===== src/rtl/pcs_pkg.sv =====
package pcs_pkg;
  parameter int PC_W = 10;

  typedef enum logic [1:0] {
    CMD_NONE = 2'd0,
    CMD_JUMP = 2'd1,
    CMD_CALL = 2'd2,
    CMD_RET  = 2'd3
  } flow_cmd_e;

  typedef enum logic [2:0] {
    SEL_ALWAYS = 3'd0,
    SEL_C      = 3'd1,
    SEL_NC     = 3'd2,
    SEL_Z      = 3'd3,
    SEL_NZ     = 3'd4
  } cond_sel_e;
endpackage


===== src/rtl/cond_eval.sv =====
module cond_eval (
  input  logic [2:0] sel_i,
  input  logic       c_i,
  input  logic       z_i,
  output logic       taken_o
);
  import pcs_pkg::*;

  always_comb begin
    unique case (sel_i)
      SEL_ALWAYS: taken_o = 1'b1;
      SEL_C:      taken_o = c_i;
      SEL_NC:     taken_o = ~c_i;
      SEL_Z:      taken_o = z_i;
      SEL_NZ:     taken_o = ~z_i;
      default:    taken_o = 1'b0;
    endcase
  end
endmodule


===== src/rtl/ret_stack.sv =====
module ret_stack #(
  parameter int DEPTH = 30,
  parameter int DW    = 10,
  localparam int CW   = $clog2(DEPTH + 1)
) (
  input  logic          clk_i,
  input  logic          rst_ni,
  input  logic          push_i,
  input  logic          pop_i,
  input  logic [DW-1:0] wdata_i,
  output logic [DW-1:0] rdata_o,
  output logic [CW-1:0] count_o,
  output logic          full_o,
  output logic          empty_o
);
  logic [DW-1:0] mem_q [DEPTH];
  logic [CW-1:0] count_q;
  logic [CW-1:0] top_idx;

  assign full_o  = (count_q == CW'(DEPTH));
  assign empty_o = (count_q == '0);
  assign top_idx = empty_o ? '0 : count_q - 1'b1;
  assign rdata_o = mem_q[top_idx];
  assign count_o = count_q;

  always_ff @(posedge clk_i or negedge rst_ni) begin
    if (!rst_ni) begin
      count_q <= '0;
    end else if (push_i && !full_o) begin
      count_q <= count_q + 1'b1;
    end else if (pop_i && !empty_o) begin
      count_q <= count_q - 1'b1;
    end
  end

  // storage needs no reset: entries above the pointer are never read
  always_ff @(posedge clk_i) begin
    if (push_i && !full_o) mem_q[count_q] <= wdata_i;
  end

  p_bound_r8: assert property (@(posedge clk_i) disable iff (!rst_ni)
    count_q <= CW'(DEPTH));

  p_push_grow_r6: assert property (@(posedge clk_i) disable iff (!rst_ni)
    (push_i && !full_o) |=> count_q == $past(count_q) + 1'b1);

  p_push_lifo_r10: assert property (@(posedge clk_i) disable iff (!rst_ni)
    (push_i && !full_o) |=> rdata_o == $past(wdata_i));

  p_full_hold_r8: assert property (@(posedge clk_i) disable iff (!rst_ni)
    (push_i && full_o) |=> count_q == $past(count_q));
endmodule


===== src/rtl/pc_stack_unit.sv =====
module pc_stack_unit #(
  parameter int PC_W  = pcs_pkg::PC_W,
  parameter int DEPTH = 30,
  localparam int CW   = $clog2(DEPTH + 1)
) (
  input  logic            clk_i,
  input  logic            rst_ni,
  input  logic            step_i,
  input  logic [1:0]      cmd_i,
  input  logic [2:0]      cond_i,
  input  logic            flag_c_i,
  input  logic            flag_z_i,
  input  logic [PC_W-1:0] target_i,
  output logic [PC_W-1:0] pc_o,
  output logic [CW-1:0]   tos_o,
  output logic            ovf_o,
  output logic            unf_o
);
  import pcs_pkg::*;

  logic [PC_W-1:0] pc_q, pc_d, pc_inc, ret_addr;
  logic            taken, push, pop, full, empty;
  logic            ovf_q, unf_q, ovf_set, unf_set;
  flow_cmd_e       cmd;

  assign cmd    = flow_cmd_e'(cmd_i);
  assign pc_inc = pc_q + 1'b1;

  cond_eval u_cond (
    .sel_i  (cond_i),
    .c_i    (flag_c_i),
    .z_i    (flag_z_i),
    .taken_o(taken)
  );

  ret_stack #(.DEPTH(DEPTH), .DW(PC_W)) u_stack (
    .clk_i  (clk_i),
    .rst_ni (rst_ni),
    .push_i (push),
    .pop_i  (pop),
    .wdata_i(pc_q),
    .rdata_o(ret_addr),
    .count_o(tos_o),
    .full_o (full),
    .empty_o(empty)
  );

  always_comb begin
    pc_d    = pc_inc;
    push    = 1'b0;
    pop     = 1'b0;
    ovf_set = 1'b0;
    unf_set = 1'b0;
    unique case (cmd)
      CMD_JUMP: if (taken) pc_d = target_i;
      CMD_CALL: if (taken) begin
        pc_d    = target_i;
        push    = step_i && !full;
        ovf_set = full;
      end
      CMD_RET: if (taken) begin
        if (!empty) pc_d = ret_addr + 1'b1;
        pop     = step_i && !empty;
        unf_set = empty;
      end
      default: ;
    endcase
  end

  always_ff @(posedge clk_i or negedge rst_ni) begin
    if (!rst_ni) begin
      pc_q  <= '0;
      ovf_q <= 1'b0;
      unf_q <= 1'b0;
    end else if (step_i) begin
      pc_q  <= pc_d;
      ovf_q <= ovf_q | ovf_set;
      unf_q <= unf_q | unf_set;
    end
  end

  assign pc_o  = pc_q;
  assign ovf_o = ovf_q;
  assign unf_o = unf_q;

  p_hold_r2: assert property (@(posedge clk_i) disable iff (!rst_ni)
    !step_i |=> $stable(pc_o) && $stable(tos_o) && $stable(ovf_o) && $stable(unf_o));

  p_seq_r3: assert property (@(posedge clk_i) disable iff (!rst_ni)
    (step_i && cmd_i == 2'd0) |=> pc_o == $past(pc_o) + 1'b1);

  p_fallthru_r5: assert property (@(posedge clk_i) disable iff (!rst_ni)
    (step_i && cmd_i != 2'd0 && !taken) |=> pc_o == $past(pc_o) + 1'b1 && $stable(tos_o));

  p_call_tgt_r6: assert property (@(posedge clk_i) disable iff (!rst_ni)
    (step_i && cmd_i == 2'd2 && taken) |=> pc_o == $past(target_i));

  p_ovf_sticky_r8: assert property (@(posedge clk_i) disable iff (!rst_ni)
    ovf_o |=> ovf_o);

  p_unf_sticky_r9: assert property (@(posedge clk_i) disable iff (!rst_ni)
    unf_o |=> unf_o);
endmodule


===== config.mk =====
export PLATFORM = sky130hd
export DESIGN_NAME = pc_stack_unit
export DESIGN_NICKNAME = d
export VERILOG_FILES = /design/src/rtl/pcs_pkg.sv /design/src/rtl/cond_eval.sv /design/src/rtl/ret_stack.sv /design/src/rtl/pc_stack_unit.sv
export SDC_FILE = /design/constraint.sdc
export NUM_CORES = 1
export LEC_CHECK = 0
export BUFFER_PORTS_ARGS = -buffer_cell sky130_fd_sc_hd__clkbuf_2
export CAP_MARGIN = 20
export CORE_ASPECT_RATIO = 0.5
export CORE_MARGIN = 2
export CORE_UTILIZATION = 40
export DETAILED_ROUTE_END_ITERATION = 10
export GPL_TIMING_DRIVEN = 0
export PLACE_DENSITY_LB_ADDON = 0.05
export RECOVER_POWER = 100
export SYNTH_ARGS = -nofsm -noshare
export SYNTH_HDL_FRONTEND = slang
export SYNTH_HIERARCHICAL = 1
export SYNTH_SLANG_ARGS = --single-unit

===== constraint.sdc =====
create_clock -name clk_i -period 11.5 [get_ports clk_i]
set_input_delay 2.3 -clock clk_i [delete_from_list [all_inputs] [get_ports clk_i]]
set_output_delay 2.3 -clock clk_i [all_outputs]
set_load 0.02 [all_outputs]

* Word level (Yosys, flattened, before mapping)
Memory sizes are Yosys's and may differ from the RTL's.
Cells that the tools add are included.
** Operators by class
- Muxes and demuxes :: 18
- Equal/unequal tests :: 8
- Add/subtract/negate cells :: 4
- Bitwise gates (word level) :: 4
- Reductions and logical operators :: 10
** Operators with widths (count)
- $mux 10 :: 3
- $add 10x1->10 const B :: 2
- $pmux 10 s2 :: 1
- $mux 5 :: 3
- $mux 1 :: 10
- $eq 3x2->1 const B :: 2
- $add 5x1->5 const B :: 1
- $eq 5x5->1 const B :: 1
- $logic_not 5->1 :: 1
- $pmux 1 s5 :: 1
- $sub 5x1->5 const B :: 1
- $eq 2x2->1 const B :: 2
- $logic_and 1x1->1 :: 4
- $eq 3x1->1 const B :: 1
- $eq 3x3->1 const B :: 1
- $logic_not 3->1 :: 1
- $eq 2x1->1 const B :: 1
- $logic_not 1->1 :: 2
- $not 1->1 :: 2
- $or 1x1->1 :: 2
- $reduce_bool 2->1 :: 1
- $reduce_or 2->1 :: 1
** Storage, ports and cells
- Output and inout port bits :: 17
- Memories kept :: 1
- Bits of input ports :: 20
- Register bits after elaboration :: 17
- Logic and storage cells :: 49
- RAM bits :: 300
** Memory list
- u_stack.mem_q :: words 30, bits a word 10, read ports 1, clocked after memory_dff 0, write ports 1, line ret_stack.sv:16 : logic [DW-1:0] mem_q [DEPTH];

* Logic depth before layout (Yosys ltp)
- Depth in word-level cells :: 8
- Gate-level depth with buffers :: 21
- Mapped depth without buffers :: 14

* Cells and area by module
The synthesis kept the hierarchy.
** By module, submodules not included
- ret_stack :: instances 1, cells an instance 851, area an instance 12642.1 um^2
- pc_stack_unit :: instances 1, cells an instance 165, area an instance 1267.5 um^2
- cond_eval :: instances 1, cells an instance 6, area an instance 28.8 um^2

* Worst setup path after synthesis
Ideal clock, no wire load.
- Kind :: input port to flip-flop
- Start :: in cond_i[0]
- End :: mem u_stack.mem_q[29][0] (enable)
- Library setup time :: 0.390 ns
- Setup slack :: 6.591 ns
- Required time :: 11.110 ns
- Arrival time :: 4.519 ns
- Cell stages on the path :: 9
- Cells stage by stage :: nor2_1 -> a31oi_1 -> o22ai_1 -> clkbuf_1 -> nand3_1 -> nor2_1 -> and2_1 -> nand2_1 -> nor3_1
** On the way
- Word-level cells in the longest chain between the ends :: 7
** Ends and longest elaborated chain
- from (decl) :: line pc_stack_unit.sv:10 : input logic [2:0] cond_i,
- $eq 3x3->1, or another cell as far along :: line cond_eval.sv:10 : unique case (sel_i)
- $pmux 1 s5 * :: line cond_eval.sv:10
- named net taken :: line pc_stack_unit.sv:22 : logic taken, push, pop, full, empty;
- $mux 1 * :: line pc_stack_unit.sv:56 : CMD_CALL: if (taken) begin
- $mux 1 * :: line pc_stack_unit.sv:54 : unique case (cmd)
- named net push :: line pc_stack_unit.sv:22
- $logic_and 1x1->1 * :: line ret_stack.sv:38 : if (push_i && !full_o) mem_q[count_q] <= wdata_i;
- $mux 1 * :: line ret_stack.sv:38
- $mux 1 (not written as such) * :: line ret_stack.sv:38
- to (decl) :: line ret_stack.sv:16
Mark *: on every way through the listed nets, which the timed path passes. The rest lies on a longest branch.

* Worst setup path in the final report
- Start :: reg u_stack.count_q[0], in the netlist u_stack/count_o[0]
- End :: reg pc_q[6], in the netlist pc_o[6]
** On the way
- Word-level cells in the longest chain between the ends :: 7
** Ends and longest elaborated chain
- from (decl) :: line ret_stack.sv:17 : logic [CW-1:0] count_q;
- from (signal assigned) :: line ret_stack.sv:30 : count_q <= count_q + 1'b1;
- from (signal assigned) :: line ret_stack.sv:32 : count_q <= count_q - 1'b1;
- $logic_not 5->1 :: line ret_stack.sv:21 : assign empty_o = (count_q == '0);
- named net empty :: line pc_stack_unit.sv:22
- $mux 5 :: line ret_stack.sv:22 : assign top_idx = empty_o ? '0 : count_q - 1'b1;
- $mem_v2 30x10
- named net ret_addr[0] :: line pc_stack_unit.sv:21 : logic [PC_W-1:0] pc_q, pc_d, pc_inc, ret_addr;
- $add 10x1->10 :: line pc_stack_unit.sv:62 : if (!empty) pc_d = ret_addr + 1'b1;
- $mux 10 :: line pc_stack_unit.sv:62
- $mux 10 :: line pc_stack_unit.sv:61 : CMD_RET: if (taken) begin
- $pmux 10 s2 :: line pc_stack_unit.sv:54
- to (signal assigned) :: line pc_stack_unit.sv:76 : pc_q <= pc_d;
- to (decl) :: line pc_stack_unit.sv:21
The timed path passes the listed nets, and every way through them passes these cells.
A chain may end at the register's enable or synchronous reset.

==> flow_metrics.tcl <==
set metrics [dict create \
    hold_buffers 0 \
    synthTopCellsByCount "edfxtp_1 (300), nand2_1 (138), nand3_1 (57), nor2_1 (43), mux2i_1 (42)" \
    routed_via_density 5.87 \
    peakVddDrop_mv 0.143 \
    die_area_mm2 0.0364 \
    fin_crit_sh 0.666 \
    grt_pass1_wl_mm 62.0 \
    synth_area_mm2 0.0139 \
    path_cells "clkbuf_1 > inv_1 > clkbuf_1 > clkbuf_1 > ha_1 > or4b_1 > clkbuf_1 > inv_1 > clkbuf_1 > clkbuf_1 > clkbuf_1 > o21ai_0 > nand3_1 > o2111ai_1 > o2111ai_1 > o41a_1 > ha_1 > and3_1 > o21ai_0 > a221oi_1 > nor3_1" \
    portBuffers 35 \
    grt_antenna_before_repair 1 \
    syn-num-nets 1052 \
    outcome "complete, but fails checks" \
    endpoint_kind "register" \
    ys_top_cells_by_area "edfxtp_1 (65%), nand2_1 (3.7%), dfrtp_1 (3.1%)" \
    cap_violations 8 \
    cts_resized 0 \
    worst_slack_ns 3.84 \
    regArea_mm2 0.00944 \
    core_area_mm2 0.0344 \
    die_h_um 136 \
    final_nets 1131 \
    setup_violations 0 \
    cts_buffer_depth 3 \
    synth-seq-cells 317 \
    multi_input_area_mm2 0.00409 \
    die_w_um 268 \
    synth.most_common_cell "edfxtp_1" \
    cts_tree "built" \
    synth_warnings 6 \
    async_reset_ff_frac 0.0536 \
    cts_setup_buffers 0 \
    rows 48 \
    synth_top_cell_by_area "edfxtp_1" \
    cp_data_required_time_ns 11.95 \
    worstPathArrival_ns 8.11 \
    critPathLaunchType "register" \
    power_density_mw_per_mm2 307 \
    io_pins 37 \
    power_w 0.00482 \
    gr-usage-all-layers 0.240 \
    h-tree-depth 1 \
    clkLatencyLatePin_ns 0.58 \
    maxSlewHeadroom -0.593 \
    violations "capacitance limit, slew limit" \
    synthCells 1022 \
    routed-via-count 9391 \
    syn_area_per_cell_um2 13.6 \
    drive_gt1_frac 0.0969 \
    worst_pin_slew_ns 2.39 \
    critPathKind "reg2reg" \
    cts_made_buffers 30 \
    grt_max_degree 40 \
    drc 0 \
    root_buffer "clkbuf_16" \
    crit_slowest_cell "clkbuf_1" \
    dp_cells 1543 \
    grt-ovfl-total 0 \
    syn2layout_area_growth_pct 12.5 \
    wire_per_inst_um 27.3 \
    hp-class "reg2reg" \
    synth_edf_count 300 \
    grt_setup_unrepaired "no" \
    worst_path_most_repeated_cell "clkbuf_1" \
    p_leak_nw 5.18 \
    finClkSkew_ns 0.0160 \
    cpPeakStageDelay_ns 0.72 \
    numClockSinks 317 \
    drv_slew 245 \
    min_period_ns 7.66 \
    postLayoutCoreUtil 0.456 \
    drt_iter0_markers 1149 \
    dpl.hpwl_mm 29.9 \
    first_global_vias 8887 \
    rrSetupSlack_ns 3.84 \
    fillers 3159 \
    fmax_ghz 0.131 \
    synth-main-ff-cell "edfxtp_1" \
    start_util 0.405 \
    place_ws_ns 5.20 \
    setup_tns_ns 0 \
    first_pass_iters 5 \
    yosysSeqAreaShare 0.677 \
    detail-route-antenna-nets 0 \
    path_clk_slew_ns 0.07 \
    gp_congestion 0.926 \
    yosysTopAreaCellShare 0.646 \
    hold_viol 0 \
    path_max_fanout 16 \
    wirelength_mm 43.7 \
    final-instance-count-excl-fill 1601 \
    netlist-cell-type-count 75 \
]
power breakdown:
part	switching [W]	internal [W]	total, W	leakage [nW]
registers	0.000137	0.00141	0.00155	2.91
clock network	0.000435	0.000558	0.000993	0.478
logic	0.00158	0.000697	0.00227	1.79
total	0.00215	0.00267	0.00482	5.18
cell families after synthesis:
logic type / count (synthesis) / synth area share
DFF: 317 / 0.677
muxes: 55 / 0.0509
adders and majority gates: 10 / 0.00898
xor gates and xnor gates: 16 / 0.0106
AOI/OAI and AO/OA: 228 / 0.119
and+or+nand+nor: 310 / 0.104
buffers and inverters: 86 / 0.0297
layout by cell type (no fill, tap or decap), types with 9 or more instances in the layout:
master and count:
a211oi_1 13, a21oi_1 25, a22o_1 11, a311oi_1 11
a31o_2 9, a31oi_1 26, buf_2 14, clkbuf_1 78
clkbuf_16 31, clkbuf_2 16, dfrtp_1 16, edfxtp_1 300
ha_1 10, inv_1 17, mux2i_1 42, nand2_1 138
nand3_1 57, nor2_1 43, nor3_1 15, o2111ai_1 17
o21ai_0 40, o22ai_1 14, o2bb2ai_1 9, or3_1 11
xnor2_1 13
critical path, delay by kind of cell, from the launching register on:
family          cells  cell delay [ns]
flops               1             0.46
fa+ha+maj           2             0.73
simple gates        4             0.85
buf+inv             9             3.55
compound gates      6             1.93
layer usage:
metal | up-vias | routed length [um] | track usage
met3 | 63 | 3930 | 0.0592
li1 | 4155 | - | -
met5 | - | 0 | 0
met4 | 0 | 887 | 0.0419
met2 | 379 | 17800 | 0.333
met1 | 4794 | 21100 | 0.379
state kept, by name, indices dropped and copies added, names as in the netlist:
register / count
u_stack/mem_q: 300
pc_o: 10
ovf_o: 1
u_stack/count_o: 5
unf_o: 1
final cells by class:
class	count	share of cell area
diodes	1	0.000160
plain buffers	69	0.0215
clock buffers	42	0.0540
clock inverters	14	0.00774
inverters	17	0.00407
multi-input cells	619	0.261
flip-flops and latches	317	0.602
well taps	475	0.0379
repair buffers	47	0.0125
worst paths after layout:
check	start	to	cells after the start
max in group asynchronous	rst_ni	pc_o[2]	1
worst max-delay path	u_stack/count_o[0]	pc_o[6]	21
worst min-delay path	unf_o	unf_o	1
worst min register to register	unf_o	unf_o	1
min in group asynchronous	rst_ni	pc_o[4]	1
worst max register to register	u_stack/count_o[0]	pc_o[6]	21
stage by stage:
stage / cell area, um^2 / hold slack, ns
final: 15700 / 0.480
after global routing: 15700 / 0.518
after CTS: 15900 / 0.491
after detailed placement: 14900 / 0.476
after global placement: 14700 / 0.479
after floorplan: 13900 / 0.578
No activity file was read; power rests on OpenSTA's default activity.
